===== config.mk =====
export PLATFORM = sky130hd
export DESIGN_NAME = smi_indirect_master
export DESIGN_NICKNAME = d
export VERILOG_FILES = /design/src/rtl/smi_pkg.sv /design/src/rtl/smi_retry_ctr.sv /design/src/rtl/smi_seq_fsm.sv /design/src/rtl/smi_indirect_master.sv
export SDC_FILE = /design/constraint.sdc
export NUM_CORES = 1
export LEC_CHECK = 0
export BUFFER_PORTS_ARGS = -buffer_cell sky130_fd_sc_hd__buf_2
export CAP_MARGIN = 30
export CORE_MARGIN = 2
export CORE_UTILIZATION = 30
export CTS_CLUSTER_DIAMETER = 40
export DETAILED_ROUTE_END_ITERATION = 6
export SLEW_MARGIN = 20
export SYNTH_ARGS = -nofsm -noshare
export SYNTH_HDL_FRONTEND = slang
export SYNTH_SLANG_ARGS = --single-unit

===== constraint.sdc =====
create_clock -name clk -period 2.21 [get_ports clk]
set_input_delay 0 -clock clk [delete_from_list [all_inputs] [get_ports clk]]
set_output_delay 0 -clock clk [all_outputs]
set_load 0.03 [all_outputs]

===== src/rtl/smi_pkg.sv =====
`timescale 1ns/1ps
package smi_pkg;

    localparam int DEV_W  = 5;
    localparam int REG_W  = 5;
    localparam int DATA_W = 16;

    // Offsets of the tunnel registers inside the switch
    localparam logic [REG_W-1:0] CTRL_REG = 5'h00;
    localparam logic [REG_W-1:0] DATA_REG = 5'h01;
    localparam int               BUSY_BIT = 15;

    typedef enum logic [2:0] {
        ST_IDLE,
        ST_DIRECT,
        ST_POLL,
        ST_GAP,
        ST_PUT_DATA,
        ST_PUT_CMD,
        ST_GET_DATA,
        ST_FINISH
    } seq_state_t;

    // busy | clause-22 | opcode | device | register
    function automatic logic [DATA_W-1:0] build_cmd(
        input logic             is_wr,
        input logic [DEV_W-1:0] dev,
        input logic [REG_W-1:0] rg
    );
        build_cmd = {1'b1, 2'b00, 1'b1, (is_wr ? 2'b01 : 2'b10), dev, rg};
    endfunction

endpackage


===== src/rtl/smi_retry_ctr.sv =====
`timescale 1ns/1ps
module smi_retry_ctr #(
    parameter int POLL_LIMIT = 100,
    parameter int POLL_GAP   = 4
) (
    input  logic clk,
    input  logic rst_n,
    input  logic clr,
    input  logic fail,
    input  logic gap_run,
    output logic limit_hit,
    output logic gap_last
);

    localparam int ATT_W = $clog2(POLL_LIMIT + 1);
    localparam int GAP_W = (POLL_GAP > 1) ? $clog2(POLL_GAP) : 1;

    logic [ATT_W-1:0] att_q;
    logic [GAP_W-1:0] gap_q;

    // Attempt counter for the current poll phase
    always_ff @(posedge clk) begin
        if (!rst_n) begin
            att_q <= '0;
        end else if (clr) begin
            att_q <= '0;
        end else if (fail) begin
            att_q <= att_q + 1'b1;
        end
    end

    // Idle-gap timer, loaded on every failed poll
    always_ff @(posedge clk) begin
        if (!rst_n) begin
            gap_q <= '0;
        end else if (fail) begin
            gap_q <= GAP_W'(POLL_GAP - 1);
        end else if (gap_run && (gap_q != '0)) begin
            gap_q <= gap_q - 1'b1;
        end
    end

    assign limit_hit = (att_q == ATT_W'(POLL_LIMIT - 1));
    assign gap_last  = (gap_q == '0);

    // attempts in one phase never run past the limit
    p_att_bound_r6: assert property (@(posedge clk) disable iff (!rst_n)
        att_q <= ATT_W'(POLL_LIMIT));

    // the controller stays in the gap until the timer expires
    p_gap_hold_r5: assert property (@(posedge clk) disable iff (!rst_n)
        (gap_run && !gap_last) |=> gap_run);

endmodule


===== src/rtl/smi_seq_fsm.sv =====
`timescale 1ns/1ps
module smi_seq_fsm
    import smi_pkg::*;
(
    input  logic              clk,
    input  logic              rst_n,
    input  logic [DEV_W-1:0]  chip_addr,
    input  logic              req_valid,
    output logic              req_ready,
    input  logic [DEV_W-1:0]  req_dev,
    input  logic [REG_W-1:0]  req_reg,
    input  logic              req_write,
    input  logic [DATA_W-1:0] req_wdata,
    output logic              rsp_done,
    output logic              rsp_err,
    output logic [DATA_W-1:0] rsp_rdata,
    output logic              bus_req,
    output logic              bus_write,
    output logic [DEV_W-1:0]  bus_addr,
    output logic [REG_W-1:0]  bus_reg,
    output logic [DATA_W-1:0] bus_wdata,
    input  logic              bus_ack,
    input  logic              bus_err,
    input  logic [DATA_W-1:0] bus_rdata,
    output logic              cnt_clr,
    output logic              poll_fail,
    output logic              gap_run,
    input  logic              limit_hit,
    input  logic              gap_last
);

    seq_state_t st_q, st_d;

    logic [DEV_W-1:0]  dev_q, chip_q;
    logic [REG_W-1:0]  reg_q;
    logic              wr_q, post_q, err_q;
    logic [DATA_W-1:0] wd_q, rd_q;
    logic              accept, poll_ok;

    assign accept    = (st_q == ST_IDLE) && req_valid;
    assign poll_ok   = (st_q == ST_POLL) && bus_ack && !bus_err && !bus_rdata[BUSY_BIT];
    assign poll_fail = (st_q == ST_POLL) && bus_ack && !poll_ok;
    assign cnt_clr   = accept || poll_ok;
    assign gap_run   = (st_q == ST_GAP);

    // Next-state logic
    always_comb begin
        st_d = st_q;
        unique case (st_q)
            ST_IDLE: begin
                if (req_valid) begin
                    st_d = (chip_addr == '0) ? ST_DIRECT : ST_POLL;
                end
            end
            ST_DIRECT: begin
                if (bus_ack) st_d = ST_FINISH;
            end
            ST_POLL: begin
                if (bus_ack) begin
                    if (poll_ok) begin
                        if (!post_q) st_d = wr_q ? ST_PUT_DATA : ST_PUT_CMD;
                        else         st_d = wr_q ? ST_FINISH   : ST_GET_DATA;
                    end else if (limit_hit) begin
                        st_d = ST_FINISH;
                    end else begin
                        st_d = ST_GAP;
                    end
                end
            end
            ST_GAP: begin
                if (gap_last) st_d = ST_POLL;
            end
            ST_PUT_DATA: begin
                if (bus_ack) st_d = bus_err ? ST_FINISH : ST_PUT_CMD;
            end
            ST_PUT_CMD: begin
                if (bus_ack) st_d = bus_err ? ST_FINISH : ST_POLL;
            end
            ST_GET_DATA: begin
                if (bus_ack) st_d = ST_FINISH;
            end
            ST_FINISH: st_d = ST_IDLE;
            default:   st_d = ST_IDLE;
        endcase
    end

    // State register
    always_ff @(posedge clk) begin
        if (!rst_n) st_q <= ST_IDLE;
        else        st_q <= st_d;
    end

    // Request capture and result registers
    always_ff @(posedge clk) begin
        if (!rst_n) begin
            dev_q  <= '0;
            chip_q <= '0;
            reg_q  <= '0;
            wr_q   <= 1'b0;
            wd_q   <= '0;
            post_q <= 1'b0;
            err_q  <= 1'b0;
            rd_q   <= '0;
        end else if (accept) begin
            dev_q  <= req_dev;
            chip_q <= chip_addr;
            reg_q  <= req_reg;
            wr_q   <= req_write;
            wd_q   <= req_wdata;
            post_q <= 1'b0;
            err_q  <= 1'b0;
            rd_q   <= '0;
        end else if (bus_ack) begin
            unique case (st_q)
                ST_DIRECT: begin
                    err_q <= bus_err;
                    if (!wr_q && !bus_err) rd_q <= bus_rdata;
                end
                ST_POLL: begin
                    if (poll_fail && limit_hit) err_q <= 1'b1;
                end
                ST_PUT_DATA: begin
                    if (bus_err) err_q <= 1'b1;
                end
                ST_PUT_CMD: begin
                    if (bus_err) err_q  <= 1'b1;
                    else         post_q <= 1'b1;
                end
                ST_GET_DATA: begin
                    if (bus_err) err_q <= 1'b1;
                    else         rd_q  <= bus_rdata;
                end
                default: ;
            endcase
        end
    end

    // Outputs decoded from the state
    always_comb begin
        bus_req   = 1'b0;
        bus_write = 1'b0;
        bus_addr  = chip_q;
        bus_reg   = CTRL_REG;
        bus_wdata = '0;
        unique case (st_q)
            ST_DIRECT: begin
                bus_req   = 1'b1;
                bus_write = wr_q;
                bus_addr  = dev_q;
                bus_reg   = reg_q;
                bus_wdata = wr_q ? wd_q : '0;
            end
            ST_POLL: begin
                bus_req = 1'b1;
            end
            ST_PUT_DATA: begin
                bus_req   = 1'b1;
                bus_write = 1'b1;
                bus_reg   = DATA_REG;
                bus_wdata = wd_q;
            end
            ST_PUT_CMD: begin
                bus_req   = 1'b1;
                bus_write = 1'b1;
                bus_wdata = build_cmd(wr_q, dev_q, reg_q);
            end
            ST_GET_DATA: begin
                bus_req = 1'b1;
                bus_reg = DATA_REG;
            end
            default: ;
        endcase
    end

    assign req_ready = (st_q == ST_IDLE);
    assign rsp_done  = (st_q == ST_FINISH);
    assign rsp_err   = err_q;
    assign rsp_rdata = rd_q;

    // raw access held steady until acknowledged
    p_hold_r11: assert property (@(posedge clk) disable iff (!rst_n)
        (bus_req && !bus_ack) |=> (bus_req && $stable(bus_addr) && $stable(bus_reg)
                                   && $stable(bus_wdata) && $stable(bus_write)));

    // an acknowledge only answers a pending access
    p_ack_req_r11: assert property (@(posedge clk) disable iff (!rst_n)
        bus_ack |-> bus_req);

    // done lasts one cycle and is followed by readiness
    p_done_pulse_r8: assert property (@(posedge clk) disable iff (!rst_n)
        rsp_done |=> (!rsp_done && req_ready));

    // no raw traffic while idle
    p_idle_quiet_r8: assert property (@(posedge clk) disable iff (!rst_n)
        req_ready |-> !bus_req);

    // a failed request returns zero data
    p_err_zero_r9: assert property (@(posedge clk) disable iff (!rst_n)
        (rsp_done && rsp_err) |-> (rsp_rdata == '0));

endmodule


===== src/rtl/smi_indirect_master.sv =====
`timescale 1ns/1ps
module smi_indirect_master
    import smi_pkg::*;
#(
    parameter int POLL_LIMIT = 100,
    parameter int POLL_GAP   = 4
) (
    input  logic              clk,
    input  logic              rst_n,
    input  logic [DEV_W-1:0]  chip_addr,
    input  logic              req_valid,
    output logic              req_ready,
    input  logic [DEV_W-1:0]  req_dev,
    input  logic [REG_W-1:0]  req_reg,
    input  logic              req_write,
    input  logic [DATA_W-1:0] req_wdata,
    output logic              rsp_done,
    output logic              rsp_err,
    output logic [DATA_W-1:0] rsp_rdata,
    output logic              bus_req,
    output logic              bus_write,
    output logic [DEV_W-1:0]  bus_addr,
    output logic [REG_W-1:0]  bus_reg,
    output logic [DATA_W-1:0] bus_wdata,
    input  logic              bus_ack,
    input  logic              bus_err,
    input  logic [DATA_W-1:0] bus_rdata
);

    logic cnt_clr, poll_fail, gap_run, limit_hit, gap_last;

    smi_seq_fsm u_fsm (
        .clk       (clk),
        .rst_n     (rst_n),
        .chip_addr (chip_addr),
        .req_valid (req_valid),
        .req_ready (req_ready),
        .req_dev   (req_dev),
        .req_reg   (req_reg),
        .req_write (req_write),
        .req_wdata (req_wdata),
        .rsp_done  (rsp_done),
        .rsp_err   (rsp_err),
        .rsp_rdata (rsp_rdata),
        .bus_req   (bus_req),
        .bus_write (bus_write),
        .bus_addr  (bus_addr),
        .bus_reg   (bus_reg),
        .bus_wdata (bus_wdata),
        .bus_ack   (bus_ack),
        .bus_err   (bus_err),
        .bus_rdata (bus_rdata),
        .cnt_clr   (cnt_clr),
        .poll_fail (poll_fail),
        .gap_run   (gap_run),
        .limit_hit (limit_hit),
        .gap_last  (gap_last)
    );

    smi_retry_ctr #(
        .POLL_LIMIT (POLL_LIMIT),
        .POLL_GAP   (POLL_GAP)
    ) u_retry (
        .clk       (clk),
        .rst_n     (rst_n),
        .clr       (cnt_clr),
        .fail      (poll_fail),
        .gap_run   (gap_run),
        .limit_hit (limit_hit),
        .gap_last  (gap_last)
    );

endmodule


==> impl_metrics.ini <==
[run_status]
outcome = complete, no violations

[cts]
cts_tree = done
h-tree-depth = 3
path_clk_slew_ns = 0.07
clk-insertion-delay-late_ns = 0.34
numClockSinks = 62
clock_path_buffers = 2
clockRootBuffer = clkbuf_8
cts_made_buffers = 9

[timing]
tightest_slew_ns = 0.571
drv_slew = 0
skew_ns = 0.0108
hold_viol_final = 0
post-route-min-period_ns = 2.02
setup_viol = 0
grt_setup_unrepaired = false
setup_tns_ns = 0
fin_crit_sh_pct = 91.3
fmax_mhz = 496
relSlewSlack_pct = 61.9

[cells_and_area]
synthToLayoutAreaGrowth_pct = 46.0
drive_above_1_share_pct = 29.8
fin_util_pct = 45.4
final_common_cell = buf_2
final_cells = 626
diodes = 0
final_cell_mix = 99 x buf_2, 70 x nand2_1, 61 x dfxtp_1
nets = 550

[die]
die_h_um = 102
core-area_um2 = 9280
row_count = 35
initial_core_util_pct = 31.1
dieWidth_um = 102
ios = 100
dieArea_um2 = 10400

[pwr]
clockPowerShare_pct = 24.4
p_int_mw = 2.52
power_frac_seq_pct = 36.0
p_per_area_nw_per_um2 = 976
p_leak_nw = 1.77
netSwitchingFraction_pct = 38.9
comb_power_share_pct = 39.6
irDropWorstVdd_mv = 0.421
power_switching_mw = 1.60

[grt]
track_usage_pct = 16.4
grt_pass1_vias = 2827
grt_max_degree = 35
grt_overflow = 0
antenna_found_initial = 0
grt_pass1_wl_mm = 13.5

[yosys]
postSynth.asyncResetShare_pct = 0
avgSynthCellArea_um2 = 8.35
yosys_warnings = 0
synth_edf_count = 0
syn_nets = 401
synth_ff_type = dfxtp_1
synth_area_um2 = 2890
ys_seq_area_share_pct = 43.0
syn_inst = 346
ys_ff_latch = 62
synth.distinct_cells = 47

[worst_setup_path]
crit_required_ns = 2.21
critPathArrivalTime_ns = 2.02
r2r_slack_ns = 0.35
worst-path-max-fanout = 14
endpoint_kind = output port
path_class = reg -> out
startpoint_type = flop

[flow_run]
maxCapViolations = 0

[routing]
drt_iter0_markers = 109
via_count = 2927
wl_mm = 8.35
drtPass1Iterations = 4
detail-route-antenna-nets = 0
vias_per_cell = 4.68
drt-wirelength-per-cell_um = 13.3
drc = 0

[placement]
place_hpwl_mm = 5.67
gp_congestion = 0.836
io_buffers = 99
dpl.cell_count = 564

[worst_hold_path]
hold_class = in -> reg
-- kinds of logic after synthesis --
logic type	count (synthesis)	share of synthesized area (%)
simple gates	147	24.2
compound gates	74	16.0
flops	62	43.0
xor+xnor	8	2.43
fa+ha+maj	2	0.866
buf+inv	30	5.41
mux	23	8.19
-- layer usage --
layer | vias to the layer above | global-route usage [%] | wire (um)
li1 | 1477 | - | -
met1 | 1342 | 20.9 | 3760
met2 | 93 | 26.1 | 3930
met3 | 15 | 5.20 | 531
met4 | 0 | 6.26 | 130
met5 | - | 0 | 0
-- worst paths after layout --
path / from / to / cells after the start
worst max-delay path: u_fsm.st_q[1]$_SDFFE_PN0P_ / bus_addr[1] / 5
worst min-delay path: req_valid / u_fsm.st_q[0]$_SDFFE_PN0P_ / 3
worst max register to register: u_fsm.st_q[2]$_SDFFE_PN0P_ / u_fsm.rsp_rdata[8]$_SDFFE_PP0P_ / 5
worst min register to register: u_fsm.wd_q[11]$_SDFFE_PN0P_ / u_fsm.wd_q[11]$_SDFFE_PN0P_ / 2
-- worst max-delay path, cell delays in order (launching register included) --
cell and delay [ns]:
dfxtp_1 0.43, buf_4 0.23, nor3_2 0.24, buf_4 0.24, mux2_2 0.35, buf_2 0.18
-- metrics by stage --
| stage | setup slack [ns] | total power, mW | hold slack [ns] | cell area (um2) |
|---|---|---|---|---|
| 2_1_floorplan | 0.407 | 2.63 | 0.118 | 2890 |
| 3_3_place_gp | 0.367 | 3.04 | 0.242 | 3530 |
| 3_5_place_dp | 0.357 | 3.07 | 0.248 | 3530 |
| 4_1_cts | 0.132 | 4.15 | 0.0634 | 4220 |
| 5_1_grt | 0.0751 | 4.40 | 0.0951 | 4220 |
| 6_report | 0.192 | 4.12 | 0.0755 | 4220 |
-- repair_timing --
action / CTS / global route
endpoints found under the setup margin: 0 / 1
buffers inserted: 0 / 0
resized for setup: 0 / 1
hold buffers: 49 / 0
endpoints found under the hold margin: 50 / 0
-- synthesized netlist by cell type, types with 2 or more instances --
library cell | instances | area share, %
a21oi_1 | 42 | 7.3
a22o_1 | 11 | 3.3
inv_1 | 7 | 0.91
ha_1 | 2 | 0.87
o21a_1 | 4 | 1.0
nor4_1 | 2 | 0.43
nand4_1 | 3 | 0.65
xnor2_1 | 7 | 2.1
nand3b_1 | 3 | 0.78
clkbuf_1 | 11 | 1.4
nor2_1 | 26 | 3.4
nand3_1 | 6 | 1.0
and2_1 | 7 | 1.5
dfxtp_1 | 62 | 43
o21ai_0 | 7 | 1.2
nor3_1 | 8 | 1.4
nand2_1 | 70 | 9.1
nand2b_1 | 2 | 0.43
nor2_2 | 10 | 2.2
mux2_2 | 5 | 1.9
mux2i_1 | 18 | 6.2
buf_2 | 7 | 1.2
buf_6 | 2 | 0.78
-- power groups by stage --
| stage | Sequential [mW] | Combinational [mW] | Clock (mW) |
|---|---|---|---|
| after floorplan | 1.46 | 1.17 | 0 |
| after global placement | 1.49 | 1.55 | 0 |
| after detailed placement | 1.50 | 1.57 | 0 |
| after CTS | 1.48 | 1.64 | 1.03 |
| after global routing | 1.51 | 1.80 | 1.09 |
| final | 1.48 | 1.63 | 1.00 |
-- cell type report --
cell class | count | area [um2]
multi-input combinational | 254 | 1500
clock inverter | 1 | 30.0
clock buffer | 12 | 165
inverter | 8 | 30.0
sequential | 62 | 1240
tap | 129 | 161
timing repair buffer | 160 | 1090
fill | 957 | 5060
-- state kept, by name (all words and copies together), names as in the netlist --
name             flops
u_fsm.rsp_rdata     16
u_fsm.wd_q          16
u_retry.att_q        7
u_fsm.chip_q         5
u_fsm.dev_q          5
u_fsm.reg_q          5
u_fsm.st_q           3
u_retry.gap_q        2
u_fsm.post_q         1
u_fsm.rsp_err        1
u_fsm.wr_q           1
(Power assumes the default switching activity.)
